[src/rtl/serial_cfg_pkg.sv]
// Package: frame layout, register field types and helpers for the serial
// configuration port. Assumes a frame of lead bits, address and data, MSB first.
package serial_cfg_pkg;

    localparam int FRAME_W = 16;
    localparam int ADDR_W  = 4;
    localparam int DATA_W  = 8;
    localparam int LEAD_W  = FRAME_W - ADDR_W - DATA_W;
    localparam int MODE_W  = 7;
    localparam int DIR_W   = 2;
    localparam int CNT_W   = $clog2(FRAME_W + 1);

    typedef struct packed {
        logic [LEAD_W-1:0] lead;
        logic [ADDR_W-1:0] addr;
        logic [DATA_W-1:0] data;
    } frame_t;

    typedef struct packed {
        logic       test;
        logic       bus_narrow;
        logic       range_wide;
        logic       invert;
        logic [2:0] op_mode;
    } mode_t;

    localparam logic [ADDR_W-1:0] ADR_MODE = '0;

    // A frame is accepted when its lead bits are clear and the address is mapped
    function automatic logic frame_ok(input frame_t f, input logic [ADDR_W-1:0] last_adr);
        return (f.lead == '0) && (f.addr <= last_adr);
    endfunction

endpackage

[src/rtl/scp_sync.sv]
// Module: multi-stage synchroniser for a vector of asynchronous inputs.
// Assumes each bit is independent; the reset value sets the idle level.
module scp_sync #(
    parameter int              WIDTH   = 3,
    parameter int              STAGES  = 2,
    parameter logic [WIDTH-1:0] RST_VAL = '0
) (
    input  logic             clk,
    input  logic             rst_n,
    input  logic [WIDTH-1:0] async_i,
    output logic [WIDTH-1:0] sync_o
);

    logic [STAGES-1:0][WIDTH-1:0] chain;

    // Stage 0 samples the raw inputs
    always_ff @(posedge clk) begin
        if (!rst_n) chain[0] <= RST_VAL;
        else        chain[0] <= async_i;
    end

    generate
        for (genvar s = 1; s < STAGES; s++) begin : g_stage
            // Each further stage re-samples the previous one
            always_ff @(posedge clk) begin
                if (!rst_n) chain[s] <= RST_VAL;
                else        chain[s] <= chain[s-1];
            end
        end
    endgenerate

    assign sync_o = chain[STAGES-1];

endmodule

[src/rtl/scp_shifter.sv]
// Module: frame shifter. Detects rising serial-clock edges in the system
// domain, shifts data MSB first and counts edges, saturating at the frame
// width. Assumes the inputs are already synchronised.
module scp_shifter #(
    parameter int FRAME_W = 16,
    parameter int CNT_W   = $clog2(FRAME_W + 1)
) (
    input  logic               clk,
    input  logic               rst_n,
    input  logic               sclk_s,
    input  logic               sdata_s,
    input  logic               idle_s,
    output logic [FRAME_W-1:0] frame_q,
    output logic [CNT_W-1:0]   bit_cnt,
    output logic               frame_full,
    output logic               idle_rise
);

    localparam logic [CNT_W-1:0] FULL_CNT = CNT_W'(FRAME_W);

    logic sclk_d;
    logic idle_d;
    logic sclk_rise;

    assign sclk_rise  = sclk_s & ~sclk_d;
    assign idle_rise  = idle_s & ~idle_d;
    assign frame_full = (bit_cnt == FULL_CNT);

    // Previous samples for edge detection
    always_ff @(posedge clk) begin
        if (!rst_n) begin
            sclk_d <= 1'b0;
            idle_d <= 1'b1;
        end else begin
            sclk_d <= sclk_s;
            idle_d <= idle_s;
        end
    end

    // Shift on each serial-clock rise while selected; the oldest bits fall out
    always_ff @(posedge clk) begin
        if (!rst_n) begin
            frame_q <= '0;
        end else if (!idle_s && sclk_rise) begin
            frame_q <= {frame_q[FRAME_W-2:0], sdata_s};
        end
    end

    // Edge counter: cleared while idle, saturates at the frame width
    always_ff @(posedge clk) begin
        if (!rst_n) begin
            bit_cnt <= '0;
        end else if (idle_s) begin
            bit_cnt <= '0;
        end else if (sclk_rise && !frame_full) begin
            bit_cnt <= bit_cnt + 1'b1;
        end
    end

endmodule

[src/rtl/scp_regfile.sv]
// Module: configuration register file. Mode at address 0, per-channel
// offsets then gains, then the DC-coupled field at the last address.
// Assumes the address has been range-checked; data bits above each field width are dropped.
module scp_regfile
    import serial_cfg_pkg::*;
#(
    parameter int NUM_CH = 3,
    parameter int OFF_W  = 8,
    parameter int GAIN_W = 7
) (
    input  logic                     clk,
    input  logic                     rst_n,
    input  logic                     wr_en,
    input  logic [ADDR_W-1:0]        wr_addr,
    input  logic [DATA_W-1:0]        wr_data,
    output mode_t                    mode_q,
    output logic [NUM_CH*OFF_W-1:0]  off_q,
    output logic [NUM_CH*GAIN_W-1:0] gain_q,
    output logic [DIR_W-1:0]         dir_q
);

    localparam logic [ADDR_W-1:0] ADR_DIR = ADDR_W'(2 * NUM_CH + 1);

    // Mode register write
    always_ff @(posedge clk) begin
        if (!rst_n)                             mode_q <= '0;
        else if (wr_en && wr_addr == ADR_MODE)  mode_q <= mode_t'(wr_data[MODE_W-1:0]);
    end

    generate
        for (genvar ch = 0; ch < NUM_CH; ch++) begin : g_chan
            localparam logic [ADDR_W-1:0] ADR_OFF  = ADDR_W'(1 + ch);
            localparam logic [ADDR_W-1:0] ADR_GAIN = ADDR_W'(1 + NUM_CH + ch);

            // Channel offset write
            always_ff @(posedge clk) begin
                if (!rst_n)
                    off_q[ch*OFF_W +: OFF_W] <= '0;
                else if (wr_en && wr_addr == ADR_OFF)
                    off_q[ch*OFF_W +: OFF_W] <= wr_data[OFF_W-1:0];
            end

            // Channel gain write
            always_ff @(posedge clk) begin
                if (!rst_n)
                    gain_q[ch*GAIN_W +: GAIN_W] <= '0;
                else if (wr_en && wr_addr == ADR_GAIN)
                    gain_q[ch*GAIN_W +: GAIN_W] <= wr_data[GAIN_W-1:0];
            end
        end
    endgenerate

    // DC-coupled field write
    always_ff @(posedge clk) begin
        if (!rst_n)                            dir_q <= '0;
        else if (wr_en && wr_addr == ADR_DIR)  dir_q <= wr_data[DIR_W-1:0];
    end

endmodule

[src/rtl/serial_cfg_port.sv]
// Module: shared-pin serial configuration port (top). Releases the two shared
// pins while selected, oversamples the serial clock and data, and commits a
// frame to the register file when the synchronised select rises.
// Assumes the serial clock is much slower than the system clock (4+ cycles per phase).
module serial_cfg_port
    import serial_cfg_pkg::*;
#(
    parameter int NUM_CH      = 3,
    parameter int OFF_W       = 8,
    parameter int GAIN_W      = 7,
    parameter int SYNC_STAGES = 2
) (
    input  logic                     clk,
    input  logic                     rst_n,
    input  logic                     cfg_en_n,
    input  logic [1:0]               pad_i,
    input  logic [1:0]               core_d,
    output logic [1:0]               pad_o,
    output logic                     pad_oe,
    output logic                     cfg_test,
    output logic                     cfg_bus_narrow,
    output logic                     cfg_range_wide,
    output logic                     cfg_invert,
    output logic [2:0]               cfg_op_mode,
    output logic [NUM_CH*OFF_W-1:0]  cfg_offset,
    output logic [NUM_CH*GAIN_W-1:0] cfg_gain,
    output logic [DIR_W-1:0]         cfg_direct
);

    localparam logic [ADDR_W-1:0] LAST_ADR = ADDR_W'(2 * NUM_CH + 1);

    logic               idle_s;
    logic               sclk_s;
    logic               sdata_s;
    logic [FRAME_W-1:0] frame_w;
    logic [CNT_W-1:0]   bit_cnt_w;
    logic               full_w;
    logic               idle_rise_w;
    logic               commit_w;
    frame_t             frame_f;
    mode_t              mode_w;

    scp_sync #(
        .WIDTH   (3),
        .STAGES  (SYNC_STAGES),
        .RST_VAL (3'b001)
    ) u_sync (
        .clk     (clk),
        .rst_n   (rst_n),
        .async_i ({pad_i[1], pad_i[0], cfg_en_n}),
        .sync_o  ({sdata_s, sclk_s, idle_s})
    );

    scp_shifter #(
        .FRAME_W (FRAME_W),
        .CNT_W   (CNT_W)
    ) u_shift (
        .clk        (clk),
        .rst_n      (rst_n),
        .sclk_s     (sclk_s),
        .sdata_s    (sdata_s),
        .idle_s     (idle_s),
        .frame_q    (frame_w),
        .bit_cnt    (bit_cnt_w),
        .frame_full (full_w),
        .idle_rise  (idle_rise_w)
    );

    // Commit a complete, well-formed frame when the select returns high
    assign frame_f  = frame_t'(frame_w);
    assign commit_w = idle_rise_w & full_w & frame_ok(frame_f, LAST_ADR);

    scp_regfile #(
        .NUM_CH (NUM_CH),
        .OFF_W  (OFF_W),
        .GAIN_W (GAIN_W)
    ) u_regs (
        .clk     (clk),
        .rst_n   (rst_n),
        .wr_en   (commit_w),
        .wr_addr (frame_f.addr),
        .wr_data (frame_f.data),
        .mode_q  (mode_w),
        .off_q   (cfg_offset),
        .gain_q  (cfg_gain),
        .dir_q   (cfg_direct)
    );

    // Pins drop off at once on select; they drive again only once the synchronised select is idle
    assign pad_oe = cfg_en_n & idle_s;
    assign pad_o  = pad_oe ? core_d : 2'b00;

    assign cfg_test       = mode_w.test;
    assign cfg_bus_narrow = mode_w.bus_narrow;
    assign cfg_range_wide = mode_w.range_wide;
    assign cfg_invert     = mode_w.invert;
    assign cfg_op_mode    = mode_w.op_mode;

endmodule

[config.mk]
export PLATFORM = sky130hd
export DESIGN_NAME = serial_cfg_port
export DESIGN_NICKNAME = d
export VERILOG_FILES = /design/src/rtl/serial_cfg_pkg.sv /design/src/rtl/scp_sync.sv /design/src/rtl/scp_shifter.sv /design/src/rtl/scp_regfile.sv /design/src/rtl/serial_cfg_port.sv
export SDC_FILE = /design/constraint.sdc
export NUM_CORES = 1
export LEC_CHECK = 0
export ABC_AREA = 1
export BUFFER_PORTS_ARGS = -buffer_cell sky130_fd_sc_hd__buf_2
export CAP_MARGIN = 15
export CORE_UTILIZATION = 59
export CTS_BUF_LIST = sky130_fd_sc_hd__clkbuf_16
export CTS_CLUSTER_DIAMETER = 40
export CTS_CLUSTER_SIZE = 16
export DETAILED_ROUTE_END_ITERATION = 10
export HOLD_SLACK_MARGIN = 0.12
export PLACE_DENSITY = 0.84
export SYNTH_ARGS = -nofsm -noshare
export SYNTH_HDL_FRONTEND = slang
export SYNTH_HIERARCHICAL = 1
export SYNTH_SLANG_ARGS = --single-unit
[constraint.sdc]
create_clock -name clk -period 5.7 [get_ports clk]
set_input_delay 0.57 -clock clk [delete_from_list [all_inputs] [get_ports clk]]
set_output_delay 0.57 -clock clk [all_outputs]
set_load 0.01 [all_outputs]
==> impl_metrics.json, run 1 <==
{
  "status": "finished clean",
  "r2r_start": "u_shift/bit_cnt[0]$_SDFFE_PP0P_",
  "path_max_fanout": 14,
  "dieArea_um2": 6220,
  "period_needed_ps": 2670,
  "holdBufCountCts": 0,
  "synth_edf_count": 0,
  "synth_top_area_share": 0.476,
  "synthArstFlopShare": 0,
  "synth_most_common_cell": "nand2_1",
  "setup_viol": 0,
  "maxCapViolCount": 0,
  "grt_max_degree": 62,
  "synth_nets": 502,
  "finalClockSkew_ps": 5.30,
  "post_cts_resized": 0,
  "power.total_uw": 1150,
  "hold_violations": 0,
  "startpoint_type": "flip-flop",
  "route.detailed.drc": 0,
  "rr_worst_depth": 16,
  "die_w_um": 78.9,
  "cts.clk_slew.worst_paths_ps": 60,
  "first_pass_iters": 5,
  "overflow": 0,
  "dp_hpwl_um": 4750,
  "slew_viol_final": 0,
  "fin_setup_tns_ps": 0,
  "synth-seq-cells": 83,
  "hold_path_end": "u_sync/sync_o[0]$_SDFF_PN1_",
  "place.gp.congestion": 0.851,
  "finalCritPeriodShare": 0.469,
  "post-cts-setup-buffers": 0,
  "syn_area_per_cell_um2": 7.07,
  "viasPerCell": 5.08,
  "ff2ff_setup_slack_ps": 3030,
  "yosys_warnings": 6,
  "cp_top_family": "simple AND/OR/NAND/NOR gates",
  "worst-endpoint-required_ps": 5920,
  "fin_ws_ps": 3030,
  "slowest_delay_ps": 430,
  "antenna_found_initial": 0,
  "insertion_delay_ps": 330,
  "ys.flop_type": "dfxtp_1",
  "cts.sinks": 83,
  "htreeDepth": 3,
  "synth_top_area_cell": "dfxtp_1",
  "crit_chain": "inv_1 -> ha_1 -> nand2_1 -> inv_1 -> nand2_2 -> inv_1 -> nand2_1 -> inv_1 -> nand2_1 -> nor2_1 -> buf_4 -> nand3_2 -> nor2_2 -> nand2_1 -> nand2_1 -> nor2_1",
  "synth_cell_types": 24,
  "endpoint_kind": "flip-flop",
  "fillers": 449,
  "worst-path-buf-inv": 5,
  "layoutNonFillerInstCount": 624,
  "cp.arrival_ps": 2890,
  "wl_per_cell_um": 11.9,
  "rows": 27,
  "syn_area_um2": 3490,
  "layout-drive-gt1-share": 0.174,
  "worstHoldPathType": "flip-flop to flip-flop",
  "crit_path_top_delay_cell": "nor2_2",
  "hp-start": "u_sync/chain[0]$_SDFF_PN1_",
  "r2r-end": "u_regs/gain_q[12]$_SDFFE_PN0P_",
  "clockRootBuffer": "clkbuf_16",
  "first_iter_violations": 206,
  "area_growth_syn_to_layout_pct": 15.2,
  "vdd_drop_max_mv": 0.202,
  "yosysSeqAreaShare": 0.476,
  "final_util": 0.716,
  "ys_top_cells_by_count": "nand2_1 (135), nor2_1 (124), dfxtp_1 (83)",
  "grt_pass1_wl_um": 12200,
  "wl_um": 7420,
  "core_area_um2": 5610,
  "die_y_um": 78.9,
  "num_vias": 3173,
  "fmax_mhz": 374,
  "gr-usage-all-layers": 0.253,
  "synth_cells": 493,
  "clock_path_buffers": 2,
  "numCtsBuffers": 9,
  "power_density_nw_per_um2": 287,
  "crit_path_start": "u_shift/bit_cnt[0]$_SDFFE_PP0P_",
  "dpl.cell_count": 607,
  "pre_cts_ws_ps": 2630,
  "cts_tree": "done",
  "first_global_vias": 2757,
  "synth_area_leaders": "dfxtp_1 (48%), nand2_1 (15%), nor2_1 (13%)",
  "nNetsFinal": 556,
  "start_util": 0.622,
  "pin_count": 64,
  "grt_setup_unrepaired": "no",
  "leakagePower_uw": 0.00197,
  "crit_type": "flip-flop to flip-flop",
  "diodes": 0,
  "ant_nets": 0,
  "cpMostUsedCell": "nand2_1",
  "tightest_slew_ps": 599,
  "max_slew_margin": 0.601,
  "worstHoldPathCells": 2,
  "numPortBuffers": 63
}
-- metrics by stage --
| step | hold slack (ps) | area (µm²) |
|---|---|---|
| floorplan | 380 | 3490 |
| global placement | 383 | 3730 |
| detailed placement | 396 | 3730 |
| CTS | 413 | 4010 |
| global route | 420 | 4020 |
| finish | 406 | 4020 |
-- worst register-to-register path, cell delays in order (launching register included) --
cell	delay, ps
dfxtp_1	320
inv_1	110
ha_1	160
nand2_1	50
inv_1	90
nand2_2	90
inv_1	60
nand2_1	40
inv_1	50
nand2_1	40
nor2_1	390
buf_4	290
nand3_2	150
nor2_2	430
nand2_1	150
nand2_1	90
nor2_1	50
-- sequential cells by signal, indices dropped and copies added (netlist names) --
register         flops
u_regs/dir_q         2
u_regs/gain_q       21
u_regs/mode_q        7
u_regs/off_q        24
u_shift/bit_cnt      5
u_shift/frame_q     16
u_shift/idle_d       1
u_shift/sclk_d       1
u_sync/chain         3
u_sync/sync_o        3
-- cells by family after synthesis --
group / Yosys count / synth area share
AOI/OAI and AO/OA: 21 / 0.0323
adders and majority gates: 2 / 0.00718
buffers and inverters: 75 / 0.105
DFF: 83 / 0.476
and+or+nand+nor: 312 / 0.379
-- cells in the final DEF (no fill, tap or decap) --
cell type	instances
clkinv_1	1
dfxtp_1	83
a21oi_1	17
nand3_1	19
nor2_4	3
clkbuf_16	9
nand4_1	18
nand2_4	1
nand2_2	3
nand3_4	1
inv_1	54
a21oi_2	2
bufinv_16	1
nand2_1	135
nand3b_1	1
o21ai_0	2
clkinv_2	1
nand3_2	2
buf_2	63
inv_2	3
nor2_2	5
ha_1	2
nor2_1	124
buf_4	2
-- per-layer routing --
metal / GRT usage / part of all wire / vias to the layer above
met5: 0 / 0 / -
met4: 0.138 / 0.019 / 0
met3: 0.0483 / 0.071 / 13
met2: 0.423 / 0.48 / 131
met1: 0.306 / 0.43 / 1420
li1: - / - / 1609
-- layout make-up --
type                       count  area (µm²)  share of cell area
inverter                      53         199              0.0495
timing repair buffer          65         330              0.0822
clock inverter                 7        53.8              0.0134
sequential                    83        1660               0.414
clock buffer                   9         225              0.0561
tap                           72        90.1              0.0224
multi-input combinational    335        1460               0.363
-- report_power, final --
| group | internal [µW] | total (µW) | leakage, µW | switching [µW] |
|---|---|---|---|---|
| clock | 330 | 541 | 0.000152 | 211 |
| sequential | 583 | 584 | 0.000670 | 0.923 |
| combinational | 8.36 | 28.9 | 0.00115 | 20.5 |
-- worst max-delay path by stage --
stage,slack (ps),to,depth (start not counted)
after floorplan,3870,u_regs/off_q[10]$_SDFFE_PN0P_,15
after global placement,2790,u_regs/gain_q[20]$_SDFFE_PN0P_,15
after detailed placement,2630,u_regs/gain_q[10]$_SDFFE_PN0P_,15
after CTS,2600,u_regs/gain_q[12]$_SDFFE_PN0P_,15
after global routing,2790,u_regs/gain_q[0]$_SDFFE_PN0P_,16
final,3030,u_regs/gain_q[12]$_SDFFE_PN0P_,16
Note: power is estimated with default switching activity, not from simulation.
==> inputs of run 2 (changes only) <==
- CORE_UTILIZATION: 59 -> 55
- PLACE_DENSITY: 0.84 -> 0.79
- clock period: 5.7 -> 2.67 ns (I/O delays scaled with it)
==> impl_metrics.json, run 2 (synthesized netlist as in run 1, its figures left out) <==
{
  "clock_path_buffers": 2,
  "slowest_delay_ps": 450,
  "antenna_found_initial": 0,
  "core_area_um2": 6030,
  "clockRootBuffer": "clkbuf_16",
  "numCtsBuffers": 9,
  "viasPerCell": 5.00,
  "cts.clk_slew.worst_paths_ps": 60,
  "vdd_drop_max_mv": 0.371,
  "ant_nets": 0,
  "layout_commonest_cell": "nand2_1",
  "finalClockSkew_ps": 4.23,
  "dpl.cell_count": 611,
  "hp-start": "u_sync/chain[0]$_SDFF_PN1_",
  "worst-path-buf-inv": 4,
  "finalCritPeriodShare": 0.799,
  "route.detailed.drc": 0,
  "status": "finished clean",
  "p_int_uw": 1980,
  "r2r_start": "u_shift/bit_cnt[0]$_SDFFE_PP0P_",
  "worstHoldPathType": "flip-flop to flip-flop",
  "start_util": 0.579,
  "r2r-end": "u_regs/gain_q[5]$_SDFFE_PN0P_",
  "p_comb_frac": 0.027,
  "switchingPower_uw": 515,
  "first_pass_iters": 4,
  "worst-endpoint-required_ps": 2890,
  "largest_register": "u_regs/off_q",
  "leakagePower_uw": 0.00198,
  "place.gp.congestion": 0.815,
  "ff2ff_setup_slack_ps": 540,
  "post_cts_resized": 0,
  "period_needed_ps": 2130,
  "p_clk_frac": 0.473,
  "die_y_um": 81.6,
  "p_seq_frac": 0.500,
  "slew_viol_final": 0,
  "diodes": 0,
  "rr_worst_depth": 15,
  "cts_tree": "done",
  "overflow": 0,
  "p_sw_frac": 0.207,
  "rows": 28,
  "die_w_um": 81.6,
  "hold_violations": 0,
  "layoutNonFillerInstCount": 630,
  "cp_top_family": "simple AND/OR/NAND/NOR gates",
  "wl_um": 7560,
  "grt_max_degree": 34,
  "tightest_slew_ps": 590,
  "grt_pass1_wl_um": 12200,
  "place_area_um2": 3740,
  "post-cts-setup-buffers": 0,
  "cts.sinks": 83,
  "dp_hpwl_um": 4970,
  "holdBufCountCts": 3,
  "worstHoldPathCells": 2,
  "reg_top3": "u_regs/off_q: 24 flops, u_regs/gain_q: 21 flops, u_shift/frame_q: 16 flops",
  "area_growth_syn_to_layout_pct": 16.3,
  "wl_per_cell_um": 12.0,
  "htreeDepth": 3,
  "endpoint_kind": "flip-flop",
  "max_slew_margin": 0.607,
  "first_iter_violations": 260,
  "largest_reg_flops": 24,
  "path_max_fanout": 14,
  "cp.arrival_ps": 2360,
  "crit_path_top_delay_cell": "nor2_2",
  "setup_viol": 0,
  "num_vias": 3151,
  "grt_setup_unrepaired": "no",
  "crit_chain": "inv_1 -> ha_1 -> nand2_1 -> inv_1 -> nand2_2 -> inv_1 -> nand2_1 -> inv_1 -> nand2_1 -> nor2_1 -> nand3_2 -> nor2_2 -> nand2_1 -> nand2_1 -> nor2_1",
  "nNetsFinal": 559,
  "insertion_delay_ps": 330,
  "layout_common_cells": "nand2_1 (135), nor2_1 (124), dfxtp_1 (83), buf_2 (63), inv_1 (50)",
  "final_cell_area_um2": 4060,
  "cpMostUsedCell": "nand2_1",
  "fmax_mhz": 469,
  "maxCapViolCount": 0,
  "first_global_vias": 2732,
  "dieArea_um2": 6660,
  "layout-drive-gt1-share": 0.180,
  "numPortBuffers": 63,
  "crit_type": "flip-flop to flip-flop",
  "pin_count": 64,
  "fin_setup_tns_ps": 0,
  "power_density_nw_per_um2": 614,
  "gr-usage-all-layers": 0.242,
  "startpoint_type": "flip-flop",
  "hold_path_end": "u_sync/sync_o[0]$_SDFF_PN1_"
}
run 2: how the worst max path moves through the flow:
stage / startpoint / end / slack [ps] / cells past startpoint
2_1_floorplan: u_shift/bit_cnt[0]$_SDFFE_PP0P_ / u_regs/off_q[10]$_SDFFE_PN0P_ / 840 / 15
3_3_place_gp: u_shift/bit_cnt[0]$_SDFFE_PP0P_ / u_regs/off_q[13]$_SDFFE_PN0P_ / 640 / 15
3_5_place_dp: u_shift/bit_cnt[0]$_SDFFE_PP0P_ / u_regs/off_q[11]$_SDFFE_PN0P_ / 570 / 15
4_1_cts: u_shift/bit_cnt[0]$_SDFFE_PP0P_ / u_regs/off_q[11]$_SDFFE_PN0P_ / 550 / 15
5_1_grt: u_shift/bit_cnt[0]$_SDFFE_PP0P_ / u_regs/gain_q[5]$_SDFFE_PN0P_ / 300 / 15
6_report: u_shift/bit_cnt[0]$_SDFFE_PP0P_ / u_regs/gain_q[5]$_SDFFE_PN0P_ / 540 / 15
run 2: area by class of cell:
| type | count | area (µm²) |
|---|---|---|
| well taps | 75 | 93.8 |
| repair buffers | 68 | 360 |
| inverters | 53 | 199 |
| fillers | 515 | 1970 |
| flip-flops and latches | 83 | 1660 |
| clock inverters | 7 | 58.8 |
| multi-input cells | 335 | 1460 |
| clock buffers | 9 | 225 |
run 2: power groups by stage:
stage               logic (µW)  registers [µW]  clock network, µW
global placement          60.5            1270                  0
global route              73.8            1250               1250
finish                    66.5            1250               1180
CTS                       65.7            1250               1210
detailed placement        61.8            1270                  0
floorplan                 51.6            1270                  0
run 2: worst register-to-register path: stages (launching register included):
cell	delay (ps)
dfxtp_1	320
inv_1	100
ha_1	150
nand2_1	50
inv_1	100
nand2_2	90
inv_1	60
nand2_1	40
inv_1	50
nand2_1	40
nor2_1	150
nand3_2	160
nor2_2	450
nand2_1	130
nand2_1	90
nor2_1	50
run 2: routing by layer:
layer / wire [µm] / GRT usage / vias up
met5: 0 / 0 / -
met4: 61 / 0.0860 / 0
met3: 505 / 0.0611 / 7
met2: 3710 / 0.417 / 103
met1: 3280 / 0.291 / 1429
li1: - / - / 1612
run 2: per-stage QoR:
stage	setup slack [ps]	util	hold WS (ps)	power [µW]
after floorplan	839	-	336	1320
after global placement	642	0.621	385	1330
after detailed placement	568	0.621	391	1330
after CTS	547	0.673	406	2520
after global routing	297	0.673	427	2570
final	537	0.673	405	2490
